--- src/rtl/flash_fe_pkg.sv ---
package flash_fe_pkg;

    localparam int DATA_W = 16;
    localparam int HALF_W = DATA_W / 2;

    localparam logic [HALF_W-1:0] MFR_ID    = 8'h20;
    localparam logic [HALF_W-1:0] PROT_SET  = 8'h01;
    localparam logic [HALF_W-1:0] PROT_CLR  = 8'h00;
    localparam logic [HALF_W-1:0] UPPER_ZERO = 8'h00;

    typedef struct packed {
        logic ce_n;
        logic oe_n;
        logic we_n;
    } bus_ctl_t;

    typedef enum logic [1:0] {
        SRC_ARRAY = 2'd0,
        SRC_IDENT = 2'd1,
        SRC_PROT  = 2'd2
    } rd_src_e;

    typedef struct packed {
        logic              drv_lo;
        logic              drv_hi;
        logic [DATA_W-1:0] word;
    } rd_drive_t;

    // Priority: protection verify, then identification, then array.
    function automatic rd_src_e pick_src(input logic hv, input logic cmd,
                                         input logic a0, input logic a1,
                                         input logic a6);
        if (hv && a1 && !a0 && !a6)
            return SRC_PROT;
        if ((hv && !a1) || (cmd && !hv))
            return SRC_IDENT;
        return SRC_ARRAY;
    endfunction

    function automatic logic is_write(input bus_ctl_t c);
        return !c.ce_n && !c.we_n && c.oe_n;
    endfunction

    function automatic logic is_read(input bus_ctl_t c);
        return !c.ce_n && !c.oe_n;
    endfunction

endpackage

--- src/rtl/flash_fe_sync.sv ---
module flash_fe_sync #(
    parameter int              WIDTH   = 8,
    parameter int              STAGES  = 2,
    parameter logic [WIDTH-1:0] RST_VAL = '0
) (
    input  logic             clk,
    input  logic             rst,
    input  logic [WIDTH-1:0] d_in,
    output logic [WIDTH-1:0] d_out
);
    localparam int LAST = STAGES - 1;

    logic [STAGES-1:0][WIDTH-1:0] stage_q;

    generate
        if (STAGES == 1) begin : g_single
            always_ff @(posedge clk) begin
                if (rst) stage_q[0] <= RST_VAL;
                else     stage_q[0] <= d_in;
            end
        end else begin : g_chain
            always_ff @(posedge clk) begin
                if (rst) stage_q <= {STAGES{RST_VAL}};
                else     stage_q <= {stage_q[STAGES-2:0], d_in};
            end
        end
    endgenerate

    assign d_out = stage_q[LAST];
endmodule

--- src/rtl/flash_fe_wcap.sv ---
module flash_fe_wcap
    import flash_fe_pkg::*;
#(
    parameter int ADDR_W = 17
) (
    input  logic              clk,
    input  logic              rst,
    input  bus_ctl_t          ctl,
    input  logic [ADDR_W-1:0] addr_s,
    input  logic [DATA_W-1:0] dq_s,
    output logic              wr_strobe,
    output logic [ADDR_W-1:0] wr_addr,
    output logic [DATA_W-1:0] wr_data
);
    logic              cyc_now;
    logic              cyc_d;
    logic              cyc_start;
    logic              cyc_end;
    logic [ADDR_W-1:0] addr_hold;
    logic [DATA_W-1:0] data_hold;

    assign cyc_now   = is_write(ctl);
    assign cyc_start = cyc_now && !cyc_d;   // later of the two falls
    assign cyc_end   = cyc_d && !cyc_now;   // earlier of the two rises

    always_ff @(posedge clk) begin
        if (rst) begin
            cyc_d     <= 1'b0;
            addr_hold <= '0;
            data_hold <= '0;
            wr_strobe <= 1'b0;
            wr_addr   <= '0;
            wr_data   <= '0;
        end else begin
            cyc_d     <= cyc_now;
            wr_strobe <= cyc_end;
            if (cyc_start) addr_hold <= addr_s;
            if (cyc_now)   data_hold <= dq_s;
            if (cyc_end) begin
                wr_addr <= addr_hold;
                wr_data <= data_hold;
            end
        end
    end

    // a strobe never lasts longer than one cycle
    assert_single_pulse_R5: assert property (@(posedge clk) disable iff (rst)
        wr_strobe |=> !wr_strobe);

    // captured write fields move only together with the strobe
    assert_fields_with_strobe_R5: assert property (@(posedge clk) disable iff (rst)
        !$stable(wr_addr) || !$stable(wr_data) |-> wr_strobe);

    // the held address cannot move in the middle of a write cycle
    assert_addr_frozen_R4: assert property (@(posedge clk) disable iff (rst)
        cyc_d && cyc_now |=> $stable(addr_hold));
endmodule

--- src/rtl/flash_fe_rdmux.sv ---
module flash_fe_rdmux
    import flash_fe_pkg::*;
#(
    parameter logic [HALF_W-1:0] DEV_CODE = 8'hD3,
    parameter int                BLK_BITS = 5,
    localparam int               NUM_BLK  = 1 << BLK_BITS
) (
    input  logic                clk,
    input  logic                rst,
    input  bus_ctl_t            ctl,
    input  logic                a0,
    input  logic                a1,
    input  logic                a6,
    input  logic [BLK_BITS-1:0] blk,
    input  logic                hv_s,
    input  logic                sig_mode,
    input  logic                word_mode,
    input  logic                ctrl_busy,
    input  logic [NUM_BLK-1:0]  prot_map,
    input  logic [DATA_W-1:0]   array_data,
    output logic [DATA_W-1:0]   dq_out,
    output logic                dq_oe_lo,
    output logic                dq_oe_hi,
    output logic                standby
);
    rd_src_e   src;
    rd_drive_t nxt;
    logic      rd_now;
    logic      idle_desel;

    assign rd_now     = is_read(ctl);
    assign idle_desel = ctl.ce_n && !ctrl_busy;
    assign src        = pick_src(hv_s, sig_mode, a0, a1, a6);

    always_comb begin
        nxt        = '0;
        nxt.drv_lo = rd_now;
        nxt.drv_hi = rd_now && word_mode;
        if (rd_now) begin
            unique case (src)
                SRC_PROT: begin
                    nxt.word[HALF_W-1:0]      = prot_map[blk] ? PROT_SET : PROT_CLR;
                    nxt.word[DATA_W-1:HALF_W] = UPPER_ZERO;
                end
                SRC_IDENT: begin
                    nxt.word[HALF_W-1:0]      = a0 ? DEV_CODE : MFR_ID;
                    nxt.word[DATA_W-1:HALF_W] = UPPER_ZERO;
                end
                default: begin
                    nxt.word[HALF_W-1:0]      = array_data[HALF_W-1:0];
                    nxt.word[DATA_W-1:HALF_W] = word_mode ?
                                                array_data[DATA_W-1:HALF_W] : UPPER_ZERO;
                end
            endcase
        end
    end

    always_ff @(posedge clk) begin
        if (rst) begin
            dq_out   <= '0;
            dq_oe_lo <= 1'b0;
            dq_oe_hi <= 1'b0;
            standby  <= 1'b0;
        end else begin
            dq_out   <= nxt.word;
            dq_oe_lo <= nxt.drv_lo;
            dq_oe_hi <= nxt.drv_hi;
            standby  <= idle_desel;
        end
    end

    // standby keeps both bytes off the bus
    assert_standby_quiet_R3: assert property (@(posedge clk) disable iff (rst)
        standby |-> !dq_oe_lo && !dq_oe_hi);

    // the high byte is never driven on its own
    assert_hi_needs_lo_R7: assert property (@(posedge clk) disable iff (rst)
        dq_oe_hi |-> dq_oe_lo);

    // driving follows a select seen one edge earlier
    assert_drive_needs_select_R1: assert property (@(posedge clk) disable iff (rst)
        dq_oe_lo |-> $past(!ctl.ce_n && !ctl.oe_n));

    // output select released means no drive next cycle
    assert_released_quiet_R2: assert property (@(posedge clk) disable iff (rst)
        ctl.oe_n |=> !dq_oe_lo && !dq_oe_hi);
endmodule

--- src/rtl/flash_fe_idle.sv ---
module flash_fe_idle #(
    parameter int              WIDTH       = 20,
    parameter int              IDLE_CYCLES = 15,
    parameter logic [WIDTH-1:0] RST_VAL    = '0,
    localparam int             CNT_W       = $clog2(IDLE_CYCLES + 1)
) (
    input  logic             clk,
    input  logic             rst,
    input  logic [WIDTH-1:0] watch,
    output logic             low_power
);
    localparam logic [CNT_W-1:0] LIMIT = CNT_W'(IDLE_CYCLES);

    logic [WIDTH-1:0] prev_q;
    logic [CNT_W-1:0] quiet_cnt;
    logic             activity;

    assign activity  = (watch != prev_q);
    assign low_power = (quiet_cnt == LIMIT);

    always_ff @(posedge clk) begin
        if (rst) begin
            prev_q    <= RST_VAL;
            quiet_cnt <= '0;
        end else begin
            prev_q <= watch;
            if (activity)
                quiet_cnt <= '0;
            else if (quiet_cnt != LIMIT)
                quiet_cnt <= quiet_cnt + 1'b1;
        end
    end

    // any pin movement clears the flag on the following cycle
    assert_activity_clears_R10: assert property (@(posedge clk) disable iff (rst)
        activity |=> !low_power);

    // once raised, the flag stays up while the pins are quiet
    assert_flag_holds_R10: assert property (@(posedge clk) disable iff (rst)
        low_power && !activity |=> low_power);
endmodule

--- src/rtl/flash_bus_front.sv ---
module flash_bus_front
    import flash_fe_pkg::*;
#(
    parameter int                ADDR_W      = 17,
    parameter int                BLK_LSB     = 12,
    parameter int                BLK_BITS    = 5,
    parameter int                SYNC_STAGES = 2,
    parameter int                IDLE_CYCLES = 15,
    parameter logic [HALF_W-1:0] DEV_CODE    = 8'hD3,
    localparam int               NUM_BLK     = 1 << BLK_BITS
) (
    input  logic               clk,
    input  logic               rst,
    input  logic               ce_n,
    input  logic               oe_n,
    input  logic               we_n,
    input  logic [ADDR_W-1:0]  addr,
    input  logic [DATA_W-1:0]  dq_in,
    input  logic               hv_a9,
    input  logic               sig_mode,
    input  logic               word_mode,
    input  logic               ctrl_busy,
    input  logic [NUM_BLK-1:0] prot_map,
    input  logic [DATA_W-1:0]  array_data,
    output logic [DATA_W-1:0]  dq_out,
    output logic               dq_oe_lo,
    output logic               dq_oe_hi,
    output logic               standby,
    output logic               low_power,
    output logic               wr_strobe,
    output logic [ADDR_W-1:0]  wr_addr,
    output logic [DATA_W-1:0]  wr_data
);
    localparam int CTL_W   = $bits(bus_ctl_t);
    localparam int SYNC_W  = CTL_W + 1 + ADDR_W + DATA_W;
    localparam int WATCH_W = CTL_W + ADDR_W;
    localparam logic [SYNC_W-1:0]  SYNC_RST  = {{CTL_W{1'b1}}, {(SYNC_W-CTL_W){1'b0}}};
    localparam logic [WATCH_W-1:0] WATCH_RST = {{CTL_W{1'b1}}, {ADDR_W{1'b0}}};

    bus_ctl_t          ctl_raw;
    bus_ctl_t          ctl_s;
    logic [SYNC_W-1:0] pins_raw;
    logic [SYNC_W-1:0] pins_s;
    logic              hv_s;
    logic [ADDR_W-1:0] addr_s;
    logic [DATA_W-1:0] dq_s;

    assign ctl_raw  = '{ce_n: ce_n, oe_n: oe_n, we_n: we_n};
    assign pins_raw = {ctl_raw, hv_a9, addr, dq_in};

    flash_fe_sync #(
        .WIDTH   (SYNC_W),
        .STAGES  (SYNC_STAGES),
        .RST_VAL (SYNC_RST)
    ) u_sync (
        .clk   (clk),
        .rst   (rst),
        .d_in  (pins_raw),
        .d_out (pins_s)
    );

    assign ctl_s  = bus_ctl_t'(pins_s[SYNC_W-1 -: CTL_W]);
    assign hv_s   = pins_s[SYNC_W-CTL_W-1];
    assign addr_s = pins_s[DATA_W +: ADDR_W];
    assign dq_s   = pins_s[DATA_W-1:0];

    flash_fe_wcap #(
        .ADDR_W (ADDR_W)
    ) u_wcap (
        .clk       (clk),
        .rst       (rst),
        .ctl       (ctl_s),
        .addr_s    (addr_s),
        .dq_s      (dq_s),
        .wr_strobe (wr_strobe),
        .wr_addr   (wr_addr),
        .wr_data   (wr_data)
    );

    flash_fe_rdmux #(
        .DEV_CODE (DEV_CODE),
        .BLK_BITS (BLK_BITS)
    ) u_rdmux (
        .clk        (clk),
        .rst        (rst),
        .ctl        (ctl_s),
        .a0         (addr_s[0]),
        .a1         (addr_s[1]),
        .a6         (addr_s[6]),
        .blk        (addr_s[BLK_LSB +: BLK_BITS]),
        .hv_s       (hv_s),
        .sig_mode   (sig_mode),
        .word_mode  (word_mode),
        .ctrl_busy  (ctrl_busy),
        .prot_map   (prot_map),
        .array_data (array_data),
        .dq_out     (dq_out),
        .dq_oe_lo   (dq_oe_lo),
        .dq_oe_hi   (dq_oe_hi),
        .standby    (standby)
    );

    flash_fe_idle #(
        .WIDTH       (WATCH_W),
        .IDLE_CYCLES (IDLE_CYCLES),
        .RST_VAL     (WATCH_RST)
    ) u_idle (
        .clk       (clk),
        .rst       (rst),
        .watch     ({ctl_s, addr_s}),
        .low_power (low_power)
    );

    // no write strobe can come out of a read cycle
    assert_no_write_on_read_R5: assert property (@(posedge clk) disable iff (rst)
        wr_strobe |-> !dq_oe_lo);
endmodule

--- config.mk ---
export PLATFORM = sky130hd
export DESIGN_NAME = flash_bus_front
export DESIGN_NICKNAME = d
export VERILOG_FILES = /design/src/rtl/flash_fe_pkg.sv /design/src/rtl/flash_fe_sync.sv /design/src/rtl/flash_fe_wcap.sv /design/src/rtl/flash_fe_rdmux.sv /design/src/rtl/flash_fe_idle.sv /design/src/rtl/flash_bus_front.sv
export SDC_FILE = /design/constraint.sdc
export NUM_CORES = 1
export LEC_CHECK = 0
export CAP_MARGIN = 10
export CORE_MARGIN = 10
export CORE_UTILIZATION = 50
export CTS_CLUSTER_DIAMETER = 40
export DETAILED_ROUTE_END_ITERATION = 7
export DONT_BUFFER_PORTS = 1
export HOLD_SLACK_MARGIN = 0.06
export MAX_ROUTING_LAYER = met4
export PLACE_DENSITY = 0.75
export SLEW_MARGIN = 20
export SYNTH_ARGS = -nofsm -noshare
export SYNTH_HDL_FRONTEND = slang
export SYNTH_HIERARCHICAL = 1
export SYNTH_SLANG_ARGS = --single-unit
--- constraint.sdc ---
create_clock -name clk -period 3.2 [get_ports clk]
set_clock_uncertainty 0.2 [all_clocks]
set_input_delay 0.64 -clock clk [delete_from_list [all_inputs] [get_ports clk]]
set_output_delay 0.64 -clock clk [all_outputs]
set_load 0.01 [all_outputs]
* Word-level counts from Yosys, hierarchy flattened *
Index checks and enable logic that the tools add are counted.

storage, ports and cells
  output and inout port bits = 54
  logic and storage cells = 60
  input bits = 90
  register bits = 185

operators by class
  reductions and logical operators = 25
  muxes and demuxes = 13
  $lt $le $gt $ge = 1
  eq/ne operators = 5
  bitwise logic cells = 1
  add/subtract/negate cells = 1

operators with widths
  operator                                              count
  case mux 16 bit (2 select lines)                      1
  inequality test 20 bit                                1
  two-way mux 8 bit                                     2
  logical AND 1 bit                                     12
  zero test 1 bit                                       10
  two-way mux 2 bit                                     4
  < comparator 5 x 6 -> 1 bit (second input constant)   1
  binary-select mux 1 bit (select 5 bit)                1
  two-way mux 1 bit                                     5
  adder 4 x 1 -> 4 bit (second input constant)          1
  equality test 4 bit (second input constant)           1
  inequality test 4 bit (second input constant)         1
  OR reduction 2 bit                                    2
  equality test 2 x 1 -> 1 bit (second input constant)  1
  equality test 2 bit (second input constant)           1
  logical OR 1 bit                                      1
  inverter 1 bit                                        1

* Depth between registers and ports, before layout *
  word-level depth = 9
  depth in mapped cells = 7
  gate-level depth less buffers = 5

* By module *
The synthesis kept the hierarchy.

by module, submodules not included
  module          area each (um^2)  sequential area each (um^2)  cells an instance  times used
  flash_fe_wcap   2479.9            1361.3                       302                1
  flash_fe_sync   2274.7            1481.4                       193                1
  flash_fe_idle   940.9             480.5                        91                 1
  flash_fe_rdmux  912.1             380.4                        83                 1

* Worst setup path before layout *
Ideal clock, no wire load.

  path type = input to register
  start = input port rst
  end = register u_rdmux.dq_out[0]
  setup slack = 1.357 ns
  buffers on the path = 1
  library setup time = 0.070 ns
  stages = 6
  data required time = 2.930 ns
  arrival = 1.572 ns
  cell sequence = or3_1 > clkbuf_1 > inv_1 > nand4_1 > a221oi_2 > o2bb2ai_1

on the way
  word-level cells in the longest chain between the ends = 1

ends and longest elaborated chain
  element                       line                   text
  start, declared               flash_bus_front.sv:13  input logic rst,
  OR reduction 2 bit (no line)  --
  end signal, assigned          flash_fe_rdmux.sv:65   dq_out <= nxt.word;
  end, declared                 flash_fe_rdmux.sv:21   output logic [DATA_W-1:0] dq_out,

Every way passes these cells.
A chain may end at the register's enable or synchronous reset.

* Worst setup path in the final report *
  start = register u_idle.quiet_cnt[0]
  end = output port low_power

on the way
  word-level cells in the longest chain between the ends = 1

ends and longest elaborated chain
  element                 line                   text
  start, declared         flash_fe_idle.sv:15    logic [CNT_W-1:0] quiet_cnt;
  start signal, assigned  flash_fe_idle.sv:30    quiet_cnt <= quiet_cnt + 1'b1;
  equality test 4 bit     flash_fe_idle.sv:19    assign low_power = (quiet_cnt == LIMIT);
  end, declared           flash_bus_front.sv:29  output logic low_power,

Every way passes these cells.

==> results.toml <==
[timing]
fin_crit_sh_pct = 68.1
setup_viol = 0
slew_headroom_pct = 41.0
hold_viol = 0
setup_tns_ns = 0
rsz0062_at_grt = "false"
fmax_ghz = 0.459
finalWorstSetupSlack_ns = 1.02
slew_viol_final = 0
tightest_slew_ns = 0.882
min_period_ns = 2.18

[yosys]
synth_flop_cell = "dfxtp_1"
synthCells = 669
ys_warn_count = 6
seq_area_frac_synth_pct = 56.0
syn_avg_cell_area_um2 = 9.88
synth_nets = 760
synth-async-reset-ratio_pct = 0
synth_cell_types = 44
synth_edf_count = 0
syn-cell-area_um2 = 6610
ys_ff_latch = 185

[power_and_ir_drop]
ir_drop_mv = 0.342
power_density_nw_per_um2 = 652
leakage_nw = 2.52

[clock_tree]
htreeDepth = 4
cts_setup_buffers = 0
cts_buffers = 17
root_buffer = "clkbuf_16"
cts_tree = "built"
clock-sinks = 185
clockBufferDepth = 2
clkSlewWorstSetupHoldPaths_ns = 0.06
clock_latency_ns = 0.42

[worst_setup_path]
arrival_ns = 1.34
required_ns = 2.36
cp-end-kind = "output pin"
crit_fanout = 4
start_kind = "flop"
crit_type = "flop to output pin"

[global_route]
antenna_found_initial = 5
grt_max_degree = 166
grt_pass1_wl_mm = 22.3
track_usage_pct = 15.9
globalRouteOverflowTotal = 0
grt_pass1_vias = 4254

[finish]
drive_above_1_share_pct = 7.87
fill_cells = 1126
final_common_cell = "dfxtp_1"
nNetsFinal = 701
finalNonFillerCells = 800
areaGrowthSynthToFinish_pct = 5.30
final_cell_mix = "dfxtp_1 (185), nor2b_1 (82), a21oi_1 (72), nand2_1 (72), o21ai_0 (37)"

[drt]
drt-pass1-iter-count = 5
wl_per_cell_um = 17.7
via_per_inst = 5.29
first_iter_violations = 393
drcViolationCount = 0
route.final.wire_length_mm = 14.2
via_count = 4231
ant_nets = 0

[flow_run]
maxCapViolCount = 0

[placed_design]
port_buffers = 0
post-dp-hpwl_mm = 9.81
dp_slack_ns = 1.14
gp_congestion = 0.831
placedCellCount = 762

[floorplanning]
core_area_um2 = 12800
rows = 41
floorplan.initialDensity_pct = 51.7
ioPinCount = 144
dieHeight_um = 135
die-area_um2 = 18200
die_x_um = 135

[run_status]
outcome = "finished clean"

[min_path]
min_path_type = "input port to flop"
-- layout make-up --
cell class                 count  area (µm²)  area share, %
timing repair buffer           4        32.5          0.468
antenna                        5        12.5          0.180
multi-input combinational    394        2380           34.1
clock buffer                  18         439           6.31
sequential                   185        3700           53.2
tap                          172         215           3.09
inverter                       8        30.0          0.432
clock inverter                14         149           2.14
-- routing by layer --
metal / global-route usage (%) / up-vias / part of all wire [%]
met4: 8.55 / 0 / 2.3
li1: - / 2075 / -
met5: - / - / 0
met2: 23.8 / 140 / 47
met3: 6.34 / 21 / 8.5
met1: 17.8 / 1995 / 42
-- through the flow --
step	hold WS, ns	util (%)	instance area [µm²]	power [W]
6_report	0.0818	54.5	6960	0.00454
4_1_cts	0.0694	54.4	6950	0.00458
3_5_place_dp	0.189	49.7	6350	0.00255
3_3_place_gp	0.194	49.7	6350	0.00254
5_1_grt	0.0680	54.5	6960	0.00469
2_1_floorplan	0.183	-	6610	0.00257
-- synth_stat cells (7+ instances only) --
cell	number	area share [%]
nand2_1	72	4.1
buf_2	13	0.98
nor2b_1	82	7.8
xor2_1	12	1.6
mux2i_1	8	1.2
clkbuf_1	23	1.3
nor2_1	9	0.51
a21oi_1	72	5.5
nand3_1	34	2.6
inv_1	7	0.40
dfxtp_1	185	56
buf_4	38	4.3
and3_1	11	1.0
o21ai_0	37	2.8
-- kinds of logic after synthesis --
kind of cell             Yosys count  synth area share, %
XOR/XNOR                          16                 2.12
AO/OA/AOI/OAI                    119                 9.71
adder cells (fa/ha/maj)            1                0.189
flip-flops                       185                 56.0
AND/OR/NAND/NOR                  241                 19.8
buffers and inverters             90                 8.09
multiplexers                      17                 4.05
-- critical path, cell delays in order, from the launching register on --
cell and delay, ns:
dfxtp_1 0.37, ha_1 0.23, and3_1 0.32
-- power by group --
group / switching [W] / internal, W / total (W)
clock network: 0.000863 / 0.00117 / 0.00204
registers: 0.0000349 / 0.00236 / 0.00239
logic: 0.0000465 / 0.0000631 / 0.000110
-- what timing repair did --
action,4_1_cts,5_1_grt
hold endpoints to repair,1,0
hold buffers,1,0
gates resized for setup,0,0
-- worst paths after layout --
check,start,end,slack (ns),cells after the start
worst min-delay path,rst,u_sync/stage_q[13],0.08,1
worst max register to register,u_sync/d_out[29],u_rdmux/dq_out[0],1.10,4
worst min register to register,u_sync/stage_q[36],u_sync/d_out[36],0.20,1
worst max-delay path,u_idle/quiet_cnt[0],low_power,1.02,2
-- registers in the layout, indices dropped and copies added, names as in the netlist --
| signal | cells |
|---|---|
| u_rdmux/dq_oe_hi | 1 |
| u_wcap/cyc_d | 1 |
| u_rdmux/standby | 1 |
| u_wcap/data_hold | 16 |
| u_wcap/wr_data | 16 |
| u_wcap/addr_hold | 17 |
| u_wcap/wr_addr | 17 |
| u_idle/quiet_cnt | 4 |
| u_sync/stage_q | 37 |
| u_idle/prev_q | 20 |
| u_rdmux/dq_oe_lo | 1 |
| u_wcap/wr_strobe | 1 |
| u_rdmux/dq_out | 16 |
| u_sync/d_out | 37 |
Power figures use the tool's default switching activity.
